<file path="src/rtl/wdog_pkg.sv">
package wdog_pkg;

  localparam logic [2:0] WDC_CLR_CODE = 3'b101;
  localparam int unsigned DLY_SEL_MAX = 5;

  // true when bit k has just turned on: bit k set, all lower bits clear
  function automatic logic tap_rise(input logic [31:0] c, input int unsigned k);
    logic [31:0] low_mask;
    low_mask = (32'd1 << k) - 32'd1;
    return c[k] && ((c & low_mask) == 32'd0);
  endfunction

  function automatic int unsigned dly_tap(input logic [2:0] sel,
                                          input int unsigned base,
                                          input int unsigned step);
    int unsigned s;
    s = (int'(sel) > DLY_SEL_MAX) ? DLY_SEL_MAX : int'(sel);
    return base + step * s;
  endfunction

  function automatic int unsigned wd_tap(input logic [1:0] sel,
                                         input int unsigned base,
                                         input int unsigned step);
    return base + step * int'(sel);
  endfunction

endpackage

</file>
<file path="src/rtl/wdog_regs.sv">
module wdog_regs
  import wdog_pkg::*;
(
  input  logic       clk,
  input  logic       rst_n,
  input  logic       wdc_wr,
  input  logic [5:0] wdc_wdata,
  input  logic       dly_wr,
  input  logic [2:0] dly_wdata,
  output logic       wd_en,
  output logic [1:0] wd_sel,
  output logic [2:0] dly_sel,
  output logic       clr
);

  assign clr = wdc_wr && (wdc_wdata[2:0] == WDC_CLR_CODE);

  always_ff @(posedge clk or negedge rst_n) begin
    if (!rst_n) begin
      wd_en   <= 1'b0;
      wd_sel  <= 2'd0;
      dly_sel <= 3'd0;
    end else begin
      if (wdc_wr) begin
        wd_en  <= wdc_wdata[5];
        wd_sel <= wdc_wdata[4:3];
      end
      if (dly_wr) dly_sel <= dly_wdata;
    end
  end

endmodule

</file>
<file path="src/rtl/wdog_counter.sv">
module wdog_counter #(
  parameter int unsigned CNT_W = 23
) (
  input  logic             clk,
  input  logic             rst_n,
  input  logic             stop,
  input  logic             halt,
  input  logic             clr,
  output logic [CNT_W-1:0] cnt
);

  always_ff @(posedge clk or negedge rst_n) begin
    if (!rst_n)          cnt <= '0;
    else if (stop || clr) cnt <= '0;
    else                 cnt <= cnt + 1'b1;
  end

  assert_stop_zero_R9: assert property (@(posedge clk) disable iff (!rst_n)
    stop |=> (cnt == '0));

  assert_halt_runs_R1: assert property (@(posedge clk) disable iff (!rst_n)
    (halt && !stop && !clr) |=> (cnt != $past(cnt)));

endmodule

</file>
<file path="src/rtl/wdog_phase.sv">
module wdog_phase
  import wdog_pkg::*;
#(
  parameter int unsigned CNT_W    = 23,
  parameter int unsigned DLY_BASE = 4,
  parameter int unsigned WD_BASE  = 16,
  parameter int unsigned TAP_STEP = 2
) (
  input  logic             clk,
  input  logic             rst_n,
  input  logic             stop,
  input  logic [CNT_W-1:0] cnt,
  input  logic             wd_en,
  input  logic [1:0]       wd_sel,
  input  logic [2:0]       dly_sel,
  input  logic             clr,
  output logic             osc_ready,
  output logic             wd_irq,
  output logic             sys_rst_req
);

  logic [31:0] cnt_ext;
  logic        stab_hit;
  logic        wd_ovf;
  logic        ovf_pend;

  assign cnt_ext  = 32'(cnt);
  assign stab_hit = tap_rise(cnt_ext, dly_tap(dly_sel, DLY_BASE, TAP_STEP));
  assign wd_ovf   = osc_ready && wd_en &&
                    tap_rise(cnt_ext, wd_tap(wd_sel, WD_BASE, TAP_STEP));

  always_ff @(posedge clk or negedge rst_n) begin
    if (!rst_n) begin
      osc_ready   <= 1'b0;
      ovf_pend    <= 1'b0;
      wd_irq      <= 1'b0;
      sys_rst_req <= 1'b0;
    end else if (stop) begin
      osc_ready <= 1'b0;
      ovf_pend  <= 1'b0;
      wd_irq    <= 1'b0;
    end else begin
      wd_irq <= 1'b0;
      if (!osc_ready && stab_hit) osc_ready <= 1'b1;
      if (clr) begin
        ovf_pend <= 1'b0;
      end else if (wd_ovf) begin
        if (!ovf_pend) begin
          ovf_pend <= 1'b1;
          wd_irq   <= 1'b1;
        end else begin
          sys_rst_req <= 1'b1;
        end
      end
    end
  end

  assert_irq_pulse_R5: assert property (@(posedge clk) disable iff (!rst_n)
    wd_irq |=> !wd_irq);

  assert_rst_sticky_R6: assert property (@(posedge clk) disable iff (!rst_n)
    sys_rst_req |=> sys_rst_req);

  assert_no_irq_in_wait_R3: assert property (@(posedge clk) disable iff (!rst_n)
    wd_irq |-> osc_ready);

  assert_enable_gate_R8: assert property (@(posedge clk) disable iff (!rst_n)
    $rose(wd_irq) |-> $past(wd_en));

  assert_ready_after_stop_R9: assert property (@(posedge clk) disable iff (!rst_n)
    $rose(osc_ready) |-> !$past(stop));

endmodule

</file>
<file path="src/rtl/wdog_osc_wait.sv">
module wdog_osc_wait #(
  parameter int unsigned DLY_BASE = 4,
  parameter int unsigned WD_BASE  = 16,
  parameter int unsigned TAP_STEP = 2
) (
  input  logic       clk,
  input  logic       rst_n,
  input  logic       stop,
  input  logic       halt,
  input  logic       wdc_wr,
  input  logic [5:0] wdc_wdata,
  input  logic       dly_wr,
  input  logic [2:0] dly_wdata,
  output logic       osc_ready,
  output logic       wd_irq,
  output logic       sys_rst_req
);

  localparam int unsigned CNT_W = WD_BASE + 3 * TAP_STEP + 1;

  logic             wd_en;
  logic [1:0]       wd_sel;
  logic [2:0]       dly_sel;
  logic             clr;
  logic [CNT_W-1:0] cnt;

  wdog_regs u_regs (
    .clk(clk), .rst_n(rst_n),
    .wdc_wr(wdc_wr), .wdc_wdata(wdc_wdata),
    .dly_wr(dly_wr), .dly_wdata(dly_wdata),
    .wd_en(wd_en), .wd_sel(wd_sel), .dly_sel(dly_sel), .clr(clr)
  );

  wdog_counter #(.CNT_W(CNT_W)) u_cnt (
    .clk(clk), .rst_n(rst_n), .stop(stop), .halt(halt), .clr(clr), .cnt(cnt)
  );

  wdog_phase #(
    .CNT_W(CNT_W), .DLY_BASE(DLY_BASE), .WD_BASE(WD_BASE), .TAP_STEP(TAP_STEP)
  ) u_phase (
    .clk(clk), .rst_n(rst_n), .stop(stop), .cnt(cnt),
    .wd_en(wd_en), .wd_sel(wd_sel), .dly_sel(dly_sel), .clr(clr),
    .osc_ready(osc_ready), .wd_irq(wd_irq), .sys_rst_req(sys_rst_req)
  );

endmodule

</file>
<file path="config.mk">
export PLATFORM = sky130hd
export DESIGN_NAME = wdog_osc_wait
export DESIGN_NICKNAME = d
export VERILOG_FILES = /design/src/rtl/wdog_pkg.sv /design/src/rtl/wdog_regs.sv /design/src/rtl/wdog_counter.sv /design/src/rtl/wdog_phase.sv /design/src/rtl/wdog_osc_wait.sv
export SDC_FILE = /design/constraint.sdc
export NUM_CORES = 1
export LEC_CHECK = 0
export BUFFER_PORTS_ARGS = -buffer_cell sky130_fd_sc_hd__buf_2
export CAP_MARGIN = 25
export CORE_UTILIZATION = 63
export DETAILED_ROUTE_END_ITERATION = 6
export PLACE_DENSITY = 0.82
export SKIP_LAST_GASP = 1
export SLEW_MARGIN = 20
export SYNTH_ARGS = -nofsm -noshare
export SYNTH_HDL_FRONTEND = slang
export SYNTH_SLANG_ARGS = --single-unit
</file>
<file path="constraint.sdc">
create_clock -name clk -period 4.8 [get_ports clk]
set_clock_uncertainty 0.15 [all_clocks]
set_input_delay 0.96 -clock clk [delete_from_list [all_inputs] [get_ports clk]]
set_output_delay 0.96 -clock clk [all_outputs]
set_load 0.02 [all_outputs]
</file>
==> impl_metrics.py <==
metrics = {
    "run": {
        "maxCapViolations": 0,
    },
    "synthesis": {
        "ys_ff_latch": 33,
        "yosys_most_used_dff": "dfrtp_1",
        "ys_top_cells_by_count": "33 x dfrtp_1, 27 x nor2_1, 13 x nand3_1, 12 x xor2_1, 11 x inv_1",
        "seq_area_frac_synth_pct": 41.8,
        "synth_edf_count": 0,
        "avgSynthCellArea_um2": 9.40,
        "synth_cells": 210,
        "async_reset_ff_share_pct": 100,
        "yosysWarnings": 0,
        "synth_area_mm2": 0.00197,
        "yosys.area.top_type_share_pct": 41.8,
        "synth_area_leaders": "dfrtp_1 42%, xor2_1 5.3%, nor2_1 5.1%",
        "synth_cell_types": 47,
        "syn-num-nets": 229,
        "yosysTopAreaCell": "dfrtp_1",
        "synth_most_common_cell": "dfrtp_1",
    },
    "outcome": {
        "violations": "design-rule violations",
        "status": "finished, violations left",
    },
    "power": {
        "ir_worst_vdd_mv": 0.189,
        "p_seq_share_pct": 50.2,
        "p_switching_uw": 158,
        "pwr-share-clk_pct": 37.2,
        "p_per_area_mw_per_mm2": 283,
        "p_sw_share_pct": 26.2,
        "comb_power_share_pct": 12.6,
        "internal_power_uw": 443,
        "p_leak_nw": 0.926,
    },
    "final_layout": {
        "nNetsFinal": 240,
        "diodes": 0,
        "multiInputGateArea_mm2": 0.00105,
        "area_delta_synth_final_pct": 7.41,
        "ff_latch_area_um2": 826,
        "drive_gt1_share_pct": 17.6,
        "nFillCells": 231,
    },
    "worst_hold_path": {
        "hold_path_startpoint": "u_phase.sys_rst_req",
        "min_path_type": "reg -> reg",
    },
    "clock_network": {
        "cts_buffer_depth": 2,
        "cts_resized": 0,
        "insertion_delay_ns": 0.35,
        "cts_inserted_buffers": 5,
        "cts-root-buf": "clkbuf_4",
        "postCtsHoldBufs": 0,
        "cts_max_level": 2,
        "postCtsSetupRepairBufs": 0,
        "worst_setup_hold_path_clk_slew_ns": 0.11,
        "tritoncts": "yes",
        "clock_sinks": 33,
    },
    "floorplan": {
        "rows": 19,
        "ios": 18,
        "dieArea_mm2": 0.00336,
        "die_h_um": 58.0,
        "die_w_um": 58.0,
        "initial_utilization_pct": 69.2,
        "design.core.area_mm2": 0.00285,
    },
    "critical_path": {
        "reg2reg_from": "u_regs.dly_sel[1]",
        "worstSetupStartpointType": "flop",
        "cp.arrival_ns": 2.85,
        "critPathLaunch": "u_regs.dly_sel[1]",
        "path_class": "reg -> reg",
        "cp.required_ns": 4.91,
        "end_kind": "flop",
        "cp_max_fo": 11,
    },
    "route": {
        "dr_total_vias": 1606,
        "first_iter_violations": 71,
        "dr.pass1.iters": 6,
        "ant_nets": 0,
        "wirelength_mm": 4.15,
        "via_per_inst": 6.35,
        "routedWlPerCell_um": 16.4,
        "drc_errors": 4,
    },
    "global_routing": {
        "antenna_found_initial": 0,
        "grt_overflow": 0,
        "first_global_vias": 1490,
        "grt_pass1_wl_mm": 6.81,
        "grt_start_max_net_pins": 34,
        "grtUsageTotal_pct": 27.2,
    },
    "sta": {
        "slew_violations": 0,
        "min_period_over_period_pct": 57.2,
        "setup_slack_ns": 2.06,
        "worst_pin_slew_ns": 0.881,
        "relSlewSlack_pct": 41.2,
        "setup-violations-final": 0,
        "finalSetupTns_ns": 0,
        "fmax_mhz": 364,
        "fin_crit_ns": 2.74,
        "rsz0062_at_grt": "false",
        "finalHoldViolCount": 0,
    },
    "placement": {
        "dp_hpwl_mm": 2.87,
        "gp_congestion": 0.924,
        "preCtsSetupSlack_ns": 2.17,
        "io_buffers": 16,
    },
}
==> critical path, cell delays in order (launching register included) <==
cell and delay, ns:
dfrtp_1 0.56, nor2b_1 0.41, ha_1 0.42, nor4bb_1 0.21, a311o_1 0.33, a211oi_1 0.23
a31oi_1 0.13, a311oi_1 0.22
==> sequential cells by signal (all words and copies together) (netlist names) <==
register / count
u_cnt.cnt: 23
u_phase.osc_ready: 1
u_phase.ovf_pend: 1
u_phase.sys_rst_req: 1
u_phase.wd_irq: 1
u_regs.dly_sel: 3
u_regs.wd_en: 1
u_regs.wd_sel: 2
==> worst paths after layout <==
path,to,slack (ns),cells past startpoint
worst max-delay path,u_phase.osc_ready,2.06,7
worst min-delay path,u_phase.sys_rst_req,0.31,1
worst max register to register,u_phase.osc_ready,2.06,7
worst min register to register,u_phase.sys_rst_req,0.31,1
max in group asynchronous,u_cnt.cnt[16],3.53,1
min in group asynchronous,u_regs.dly_sel[1],0.50,1
==> cells by family after synthesis <==
group                    share of synthesized area, %
AND/OR/NAND/NOR                                  24.6
AO/OA/AOI/OAI                                    12.7
flip-flops                                       41.8
buffers and inverters                            5.01
XOR/XNOR                                         8.43
multiplexers                                     4.94
adder cells (fa/ha/maj)                          2.53
==> cell usage in the layout, fill, tap and decap left out, drive strengths merged, types with 2 or more instances in the layout <==
cell type,n
ha,4
dfrtp,33
nor4bb,2
a31oi,4
nand2b,2
inv,11
mux2,6
nor2,27
nor2b,2
nand2,8
nor3,4
a311oi,2
nand4,4
xor2,12
or3,2
and4,3
nor4,6
and3,6
a211oi,3
o21ai,7
mux2i,3
and2,2
buf,16
nor3b,2
clkbuf,7
nand3,13
a21oi,8
o2111ai,2
xnor2,7
==> stage by stage <==
step                      cells  utilization (%)  power [mW]  hold slack, ns  area [um2]
after global placement      245             71.4       0.377           0.283        2040
after floorplan             210                -       0.356           0.300        1970
after detailed placement    245             71.4       0.381           0.293        2040
after global routing        253             74.3       0.624           0.336        2120
after CTS                   253             74.3       0.600           0.315        2120
final                       253             74.3       0.601           0.309        2120
==> power groups by stage <==
| stage | Combinational (mW) | Sequential, mW | Clock [mW] |
|---|---|---|---|
| 3_3_place_gp | 0.0717 | 0.305 | 0 |
| 5_1_grt | 0.0836 | 0.303 | 0.238 |
| 2_1_floorplan | 0.0558 | 0.300 | 0 |
| 4_1_cts | 0.0752 | 0.301 | 0.224 |
| 6_report | 0.0758 | 0.301 | 0.223 |
| 3_5_place_dp | 0.0746 | 0.306 | 0 |
==> metal layers <==
layer / share of wire, % / vias to the layer above / GRT usage [%]
met2: 48 / 62 / 44.5
met4: 1.6 / 0 / 10.5
met5: 0 / - / 0
met3: 7.1 / 9 / 6.92
li1: - / 771 / -
met1: 44 / 764 / 34.8
==> cell type report <==
| type | instances | area share [%] |
|---|---|---|
| well taps | 31 | 1.83 |
| repair buffers | 16 | 3.78 |
| flip-flops and latches | 33 | 38.9 |
| clock inverters | 1 | 1.42 |
| clock buffers | 7 | 2.60 |
| inverters | 11 | 1.95 |
| multi-input cells | 154 | 49.5 |
Note: power is estimated with default switching activity, not from simulation.
